File: config.mk
export PLATFORM = sky130hd
export DESIGN_NAME = srwp_unit
export DESIGN_NICKNAME = d
export VERILOG_FILES = /design/src/rtl/srwp_pkg.sv /design/src/rtl/srwp_fence.sv /design/src/rtl/srwp_timer.sv /design/src/rtl/srwp_unit.sv
export SDC_FILE = /design/constraint.sdc
export NUM_CORES = 1
export LEC_CHECK = 0
export BUFFER_PORTS_ARGS = -buffer_cell sky130_fd_sc_hd__buf_2
export CAP_MARGIN = 20
export CORE_MARGIN = 5
export CORE_UTILIZATION = 25
export DETAILED_ROUTE_END_ITERATION = 6
export PLACE_DENSITY = 0.59
export SYNTH_ARGS = -nofsm -noshare
export SYNTH_HDL_FRONTEND = slang
export SYNTH_SLANG_ARGS = --single-unit
File: constraint.sdc
create_clock -name clk -period 1.99 [get_ports clk]
set_clock_uncertainty 0.15 [all_clocks]
set_input_delay 0.0995 -clock clk [delete_from_list [all_inputs] [get_ports clk]]
set_output_delay 0.0995 -clock clk [all_outputs]
set_load 0.01 [all_outputs]
File: src/rtl/srwp_pkg.sv
package srwp_pkg;
  typedef struct packed {
    logic       lock;
    logic [1:0] fence;
  } prot_bits_t;

  function automatic logic [7:0] pack_status(input prot_bits_t p, input logic wen,
                                             input logic busy);
    pack_status = busy ? 8'hFF : {p.lock, 3'b000, p.fence, wen, 1'b0};
  endfunction
endpackage

File: src/rtl/srwp_fence.sv
module srwp_fence #(
  parameter int ADDR_W = 14
) (
  input  logic [1:0]        fence,
  input  logic [ADDR_W-1:0] addr,
  output logic              hit
);
  localparam int MSB = ADDR_W - 1;
  logic [1:0] top2;
  assign top2 = addr[MSB -: 2];

  always_comb begin
    unique case (fence)
      2'b00:   hit = 1'b0;
      2'b01:   hit = (top2 == 2'b11);
      2'b10:   hit = top2[1];
      default: hit = 1'b1;
    endcase
  end
endmodule

File: src/rtl/srwp_timer.sv
module srwp_timer #(
  parameter int WR_CYCLES = 16
) (
  input  logic clk,
  input  logic rst_n,
  input  logic start,
  output logic busy,
  output logic done
);
  localparam int CW = (WR_CYCLES > 1) ? $clog2(WR_CYCLES) : 1;
  localparam logic [CW-1:0] LOAD = CW'(WR_CYCLES - 1);

  logic [CW-1:0] cnt_q, cnt_d;
  logic          busy_d;

  assign done = busy & (cnt_q == '0);

  always_comb begin
    cnt_d  = cnt_q;
    busy_d = busy;
    if (!busy && start) begin
      cnt_d  = LOAD;
      busy_d = 1'b1;
    end else if (done) begin
      busy_d = 1'b0;
    end else if (busy) begin
      cnt_d = cnt_q - 1'b1;
    end
  end

  always_ff @(posedge clk or negedge rst_n) begin
    if (!rst_n) begin
      cnt_q <= '0;
      busy  <= 1'b0;
    end else begin
      cnt_q <= cnt_d;
      busy  <= busy_d;
    end
  end
endmodule

File: src/rtl/srwp_unit.sv
module srwp_unit
  import srwp_pkg::*;
#(
  parameter int ADDR_W    = 14,
  parameter int WR_CYCLES = 16
) (
  input  logic              clk,
  input  logic              rst_n,
  input  logic              wp_n,
  input  logic              wen_set,
  input  logic              wen_clr,
  input  logic              sr_load,
  input  logic [7:0]        sr_data,
  input  logic              sr_commit,
  input  logic              arr_req,
  input  logic [ADDR_W-1:0] arr_addr,
  input  logic              arr_commit,
  output logic              arr_grant,
  output logic              arr_deny,
  output logic [7:0]        status_o
);
  prot_bits_t prot_q, prot_d, pend_bits_q, pend_bits_d;
  logic wen_q, wen_d, pend_q, pend_d;
  logic grant_d, deny_d;
  logic busy, done, hw_lock, fence_hit, sr_go, arr_go, start;
  logic unused_bits;

  assign unused_bits = ^{sr_data[6:4], sr_data[1:0]};

  srwp_fence #(.ADDR_W(ADDR_W)) u_fence (
    .fence (prot_q.fence),
    .addr  (arr_addr),
    .hit   (fence_hit)
  );

  srwp_timer #(.WR_CYCLES(WR_CYCLES)) u_timer (
    .clk   (clk),
    .rst_n (rst_n),
    .start (start),
    .busy  (busy),
    .done  (done)
  );

  assign hw_lock = ~wp_n & prot_q.lock;
  assign sr_go   = sr_commit & pend_q & ~hw_lock & ~busy;
  assign arr_go  = arr_commit & wen_q & ~busy & ~sr_go;
  assign start   = sr_go | arr_go;

  always_comb begin
    wen_d = wen_q;
    if (done)                   wen_d = 1'b0;
    else if (!busy && wen_clr)  wen_d = 1'b0;
    else if (!busy && wen_set)  wen_d = 1'b1;
  end

  always_comb begin
    pend_d      = pend_q;
    pend_bits_d = pend_bits_q;
    if (sr_load && !busy) begin
      pend_d      = wen_q & ~hw_lock;
      pend_bits_d = '{lock: sr_data[7], fence: sr_data[3:2]};
    end else if (hw_lock || sr_commit || busy) begin
      pend_d = 1'b0;
    end
  end

  always_comb begin
    prot_d = prot_q;
    if (sr_go) prot_d = pend_bits_q;
  end

  assign grant_d = arr_req & ~busy & wen_q & ~fence_hit;
  assign deny_d  = arr_req & ~grant_d;

  always_ff @(posedge clk or negedge rst_n) begin
    if (!rst_n) begin
      wen_q       <= 1'b0;
      pend_q      <= 1'b0;
      pend_bits_q <= '0;
      prot_q      <= '0;
      arr_grant   <= 1'b0;
      arr_deny    <= 1'b0;
    end else begin
      wen_q       <= wen_d;
      pend_q      <= pend_d;
      pend_bits_q <= pend_bits_d;
      prot_q      <= prot_d;
      arr_grant   <= grant_d;
      arr_deny    <= deny_d;
    end
  end

  assign status_o = pack_status(prot_q, wen_q, busy);
endmodule

# After elaboration in Yosys (flattened, before gate mapping)
# Cells that the tools add are included.
# Widths: inputs -> output; s select.
dict set report op_classes {
  n_addsub 1
  n_eq_ne 4
  n_mux 12
  bitwise 20
  reduce_logical 14
}
# operator count
set ops {}
lappend ops {{$and 1x1->1} 13}
lappend ops {{$mux 4} 3}
lappend ops {{$mux 8} 1}
lappend ops {{$mux 1} 7}
lappend ops {{$not 1->1} 6}
lappend ops {{$reduce_bool 2->1} 3}
lappend ops {{$eq 2x2->1 const B} 2}
lappend ops {{$logic_and 1x1->1} 4}
lappend ops {{$logic_not 4->1} 1}
lappend ops {{$sub 4x1->4 const B} 1}
lappend ops {{$pmux 1 s3} 1}
lappend ops {{$reduce_bool 3->1} 1}
lappend ops {{$eq 2x1->1 const B} 1}
lappend ops {{$logic_not 2->1} 1}
lappend ops {{$logic_or 1x1->1} 2}
lappend ops {{$ne 2x1->1 const B} 1}
lappend ops {{$reduce_and 2->1} 1}
lappend ops {{$logic_not 1->1} 1}
lappend ops {{$or 1x1->1} 1}
dict set report word_totals {
  reg_bits 15
  out_inout_bits 10
  elab_cells 61
}

# Logic depth before layout (Yosys ltp)
dict set report logic_depth {
  word_depth 11
  ltp_mapped 5
}

# Cells and area by module
# From an unflattened synthesis, not the netlist that was laid out.
dict set report hier_totals {
  cells_unflattened 69
  hier_area_um2 804.5
}
# module n_inst cells_per_inst area_each_um2
set by_module_without_submodules {}
lappend by_module_without_submodules {srwp_unit 1 38 484.2}
lappend by_module_without_submodules {srwp_timer 1 28 306.5}
lappend by_module_without_submodules {srwp_fence 1 3 13.8}

# Least setup slack after synthesis
# OpenSTA, ideal clock, no wires.
dict set report synth_timing {
  path_type {reg-to-reg}
  startpoint {register u_timer.cnt_q[0]}
  endpoint {register u_timer.cnt_q[1]}
  t_arrival_ns 1.308
  t_required_ns 1.764
  path_slack_ns 0.455
  path_stages_with_launch 6
  synth_period_minus_slack_ns 1.535
  cell_sequence {dfrtp_1 > inv_1 > ha_1 > or3b_4 > and3_4 > o21ai_1}
}
dict set report synth_via {
  elab_chain_cells 4
  word_cells_on_any_way 8
  classes_between {1 x add/sub; 1 x eq/ne; 3 x mux; 1 x bitwise; 2 x reduce/logical}
}
# element line
set synth_lines {}
lappend synth_lines {{from (decl)} srwp_timer.sv:13} ;# logic [CW-1:0] cnt_q, cnt_d;
lappend synth_lines {{from (signal assigned)} srwp_timer.sv:36} ;# cnt_q <= cnt_d;
lappend synth_lines {{$sub 4x1->4 / $logic_not 4->1 (equally long branches)} {srwp_timer.sv:27, srwp_timer.sv:16}}
lappend synth_lines {{$mux 4 / $and 1x1->1 (equally long branches)} {srwp_timer.sv:26, srwp_timer.sv:16}}
lappend synth_lines {{$mux 4 / $ne 2x1->1 (equally long branches)} --}
lappend synth_lines {{$mux 4 / $reduce_and 2->1 (equally long branches)} --}
# Parallel ways exist; a longest one is shown, timed or not. The select of a mux whose other input is x is not followed.
# A chain may end at the register's enable or synchronous reset.

# Worst setup path after layout
dict set report layout_timing {
  startpoint {register u_timer.busy}
  endpoint {register wen_q}
}
dict set report layout_via {
  elab_chain_cells 4
  word_cells_on_any_way 7
  classes_between {2 x mux; 1 x bitwise; 4 x reduce/logical}
}
# element line
set layout_lines {}
lappend layout_lines {{from (decl)} srwp_timer.sv:7} ;# output logic busy,
lappend layout_lines {{from (signal assigned)} srwp_timer.sv:37} ;# busy <= busy_d;
lappend layout_lines {{$logic_not 1->1} {srwp_unit.sv:52, srwp_unit.sv:53}}
lappend layout_lines {{$logic_and 1x1->1} srwp_unit.sv:52} ;# else if (!busy && wen_clr) wen_d = 1'b0;
lappend layout_lines {{$mux 1} srwp_unit.sv:52}
lappend layout_lines {{$mux 1} srwp_unit.sv:51} ;# if (done) wen_d = 1'b0;
lappend layout_lines {{to (signal assigned)} srwp_unit.sv:84} ;# wen_q <= wen_d;
lappend layout_lines {{to (decl)} srwp_unit.sv:23} ;# logic wen_q, wen_d, pend_q, pend_d;
# Parallel ways exist; a longest one is shown, timed or not.

==> reports/qor.yml <==
logic_synthesis:
  yosysUniqueCellTypes: 28
  synthTopCellsByCount: "dfrtp_1, nand2_1, a21oi_1, mux2_2"
  synth_edf_count: 0
  yosys.area.top_type: "dfrtp_1"
  yosysWarnings: 0
  synth.top_cell.area_share: 0.494
  post-synth-top-count-cell: "dfrtp_1"
  synth_async_sr_flop_share: 1.00
  avgSynthCellArea_um2: 10.7
  postSynthCellCount: 71
  synthTopCellsByArea: "dfrtp_1, mux2_2, buf_4, nand2_1, a21oi_1"
  synthesis.nets: 103
  synthFlopType: "dfrtp_1"
  syn_area_um2: 759
  ys_seq_area_frac: 0.494
  synth_seq_cells: 15
critical_path:
  ff2ff_path_depth: 5
  cp_num_buf_inv: 2
  critPathKind: "register to register"
  cp_slowest_cell: "dlygate4sd3_1"
  arrival_ns: 1.84
  cp_cell_sequence: "buf_4 -> nor2_1 -> a21oi_1 -> dlygate4sd3_1 -> nor2_1"
  required_ns: 2.06
  cpPeakStageDelay_ns: 0.56
  critPathMostFrequentCell: "nor2_1"
  cp_max_fo: 16
  reg2reg_from: "u_timer.busy"
  reg2reg_to: "wen_q"
  critPathLaunchType: "register"
  r2r_slack_ns: 0.22
  crit_family: "buffers and inverters"
  end_kind: "register"
finish:
  antennaDiodeCount: 0
  syn_to_final_growth_pct: 33.1
  layout-drive-gt1-share: 0.408
  regArea_um2: 377
  multi_input_area_um2: 333
  fill_cells: 312
  final_util: 0.339
  final_nets: 136
clock_tree:
  cts-root-buf: "clkbuf_4"
  cts_max_level: 1
  cts_tree: "yes"
  cts.sinks: 15
  clk_latency_ns: 0.28
  cts_setup_buffers: 0
  cts.clk_slew.worst_paths_ns: 0.09
  cts_buffers: 3
  cts_buffer_depth: 2
timing:
  setup_violations: 0
  layout_min_cycle_time_ns: 1.77
  worst_slack_ns: 0.220
  worst_pin_slew_ns: 0.342
  slew_viol_final: 0
  fin_tns_setup_ns: 0
  fin_crit_sh: 0.889
  slew-limit-headroom: 0.772
  fmax_mhz: 565
  hold_viol_final: 0
  rsz0062_at_grt: "false"
global_route:
  grt_max_degree: 17
  grt_overflow: 0
  grt_pass1_wl_um: 2640
  grtUsageTotal: 0.0793
  grt_pass1_vias: 645
  antenna_found_initial: 0
die:
  die_area_um2: 4240
  die_w_um: 65.1
  ios: 41
  rows: 20
  die_y_um: 65.1
  start_util: 0.255
  core_region_area_um2: 2980
pwr:
  leakage_uw: 0.000489
  power.density_nw_per_um2: 1300
  ir_drop_v: 0.000495
  power_uw: 1310
drt:
  dr.pass1.iters: 4
  postRouteAntennaNets: 0
  drc_errors: 0
  viasPerCell: 4.60
  routed_wl_um: 1570
  drt_iter0_drc: 11
  vias: 625
  post_drt_wl_per_cell_um: 11.6
min_path:
  hold_path_startpoint: "sr_commit"
  hold_path_class: "input pin to register"
  holdPathEnd: "pend_q"
  whs_path_depth: 4
placed_design:
  dp_slack_ns: 0.353
  gp_congestion: 0.662
  dp_hpwl_um: 1220
  io_buffers: 23
job:
  max_cap_violations: 0
run_status:
  status: "complete, no violations"
through the flow:
step / std cells / hold WS, ns / instance area, um2
6_report: 136 / 0.0582 / 1010
5_1_grt: 136 / 0.0846 / 1010
4_1_cts: 136 / 0.0525 / 1010
3_5_place_dp: 122 / -0.124 / 883
3_3_place_gp: 122 / -0.131 / 883
2_1_floorplan: 71 / -0.346 / 759
where the power goes:
group          switching [uW]  internal (uW)  total (uW)
sequential                135            436         571
combinational             250            322         572
clock                    92.9           77.7         171
layout make-up:
| type | instances | area share |
|---|---|---|
| tap | 33 | 0.0408 |
| timing repair buffer | 34 | 0.220 |
| sequential | 15 | 0.373 |
| multi-input combinational | 47 | 0.329 |
| clock buffer | 4 | 0.0260 |
| inverter | 3 | 0.0111 |
logic make-up after synthesis:
logic type | synth area share
muxes | 0.0873
buffers and inverters | 0.0675
DFF | 0.494
and+or+nand+nor | 0.232
adders and majority gates | 0.0165
AOI/OAI and AO/OA | 0.102
worst max path at each step:
stage                     startpoint                to  slack (ns)  cells past startpoint
floorplan           u_timer.cnt_q[0]  u_timer.cnt_q[1]        0.46                      5
global placement    u_timer.cnt_q[0]  u_timer.cnt_q[0]        0.40                      5
detailed placement  u_timer.cnt_q[0]  u_timer.cnt_q[1]        0.35                      5
CTS                     u_timer.busy             wen_q        0.09                      5
global route            u_timer.busy             wen_q         0.1                      5
finish                  u_timer.busy             wen_q        0.22                      5
repair_timing:
action	CTS	global route
endpoints found under the setup margin	0	1
hold buffers	10	0
endpoints found under the hold margin	22	0
resized for setup	0	1
routing by layer:
layer  GRT usage  vias up  routed length [um]
met4      0.0130        0                   0
met3      0.0359        0                  91
met2       0.146       15                 814
met1      0.0844      305                 668
li1            -      305                   -
met5           0        -                   0
flip-flops by register name, summed over array words and instances, names as in the netlist:
name           cells
wen_q              1
pend_bits_q        3
pend_q             1
arr_deny           1
arr_grant          1
u_timer.cnt_q      4
prot_q             3
u_timer.busy       1
cell usage in the layout, fill, tap and decap left out, types with 2 or more instances in the layout:
cell | Yosys | final
a21oi_1 | 5 | 5
nand2_1 | 7 | 7
dlygate4sd3_1 | 0 | 10
nor2_1 | 4 | 4
nor2b_1 | 3 | 3
mux2_2 | 5 | 5
clkbuf_4 | 0 | 3
inv_1 | 3 | 3
buf_2 | 2 | 23
or2_2 | 4 | 4
o21ai_1 | 2 | 2
dfrtp_1 | 15 | 14
tightest hold or removal path, cell delays in order:
cell and delay [ns]:
buf_2 0.09, nor2_1 0.04, a22oi_1 0.14, nor3_1 0.07
No activity file was read; power rests on OpenSTA's default activity.
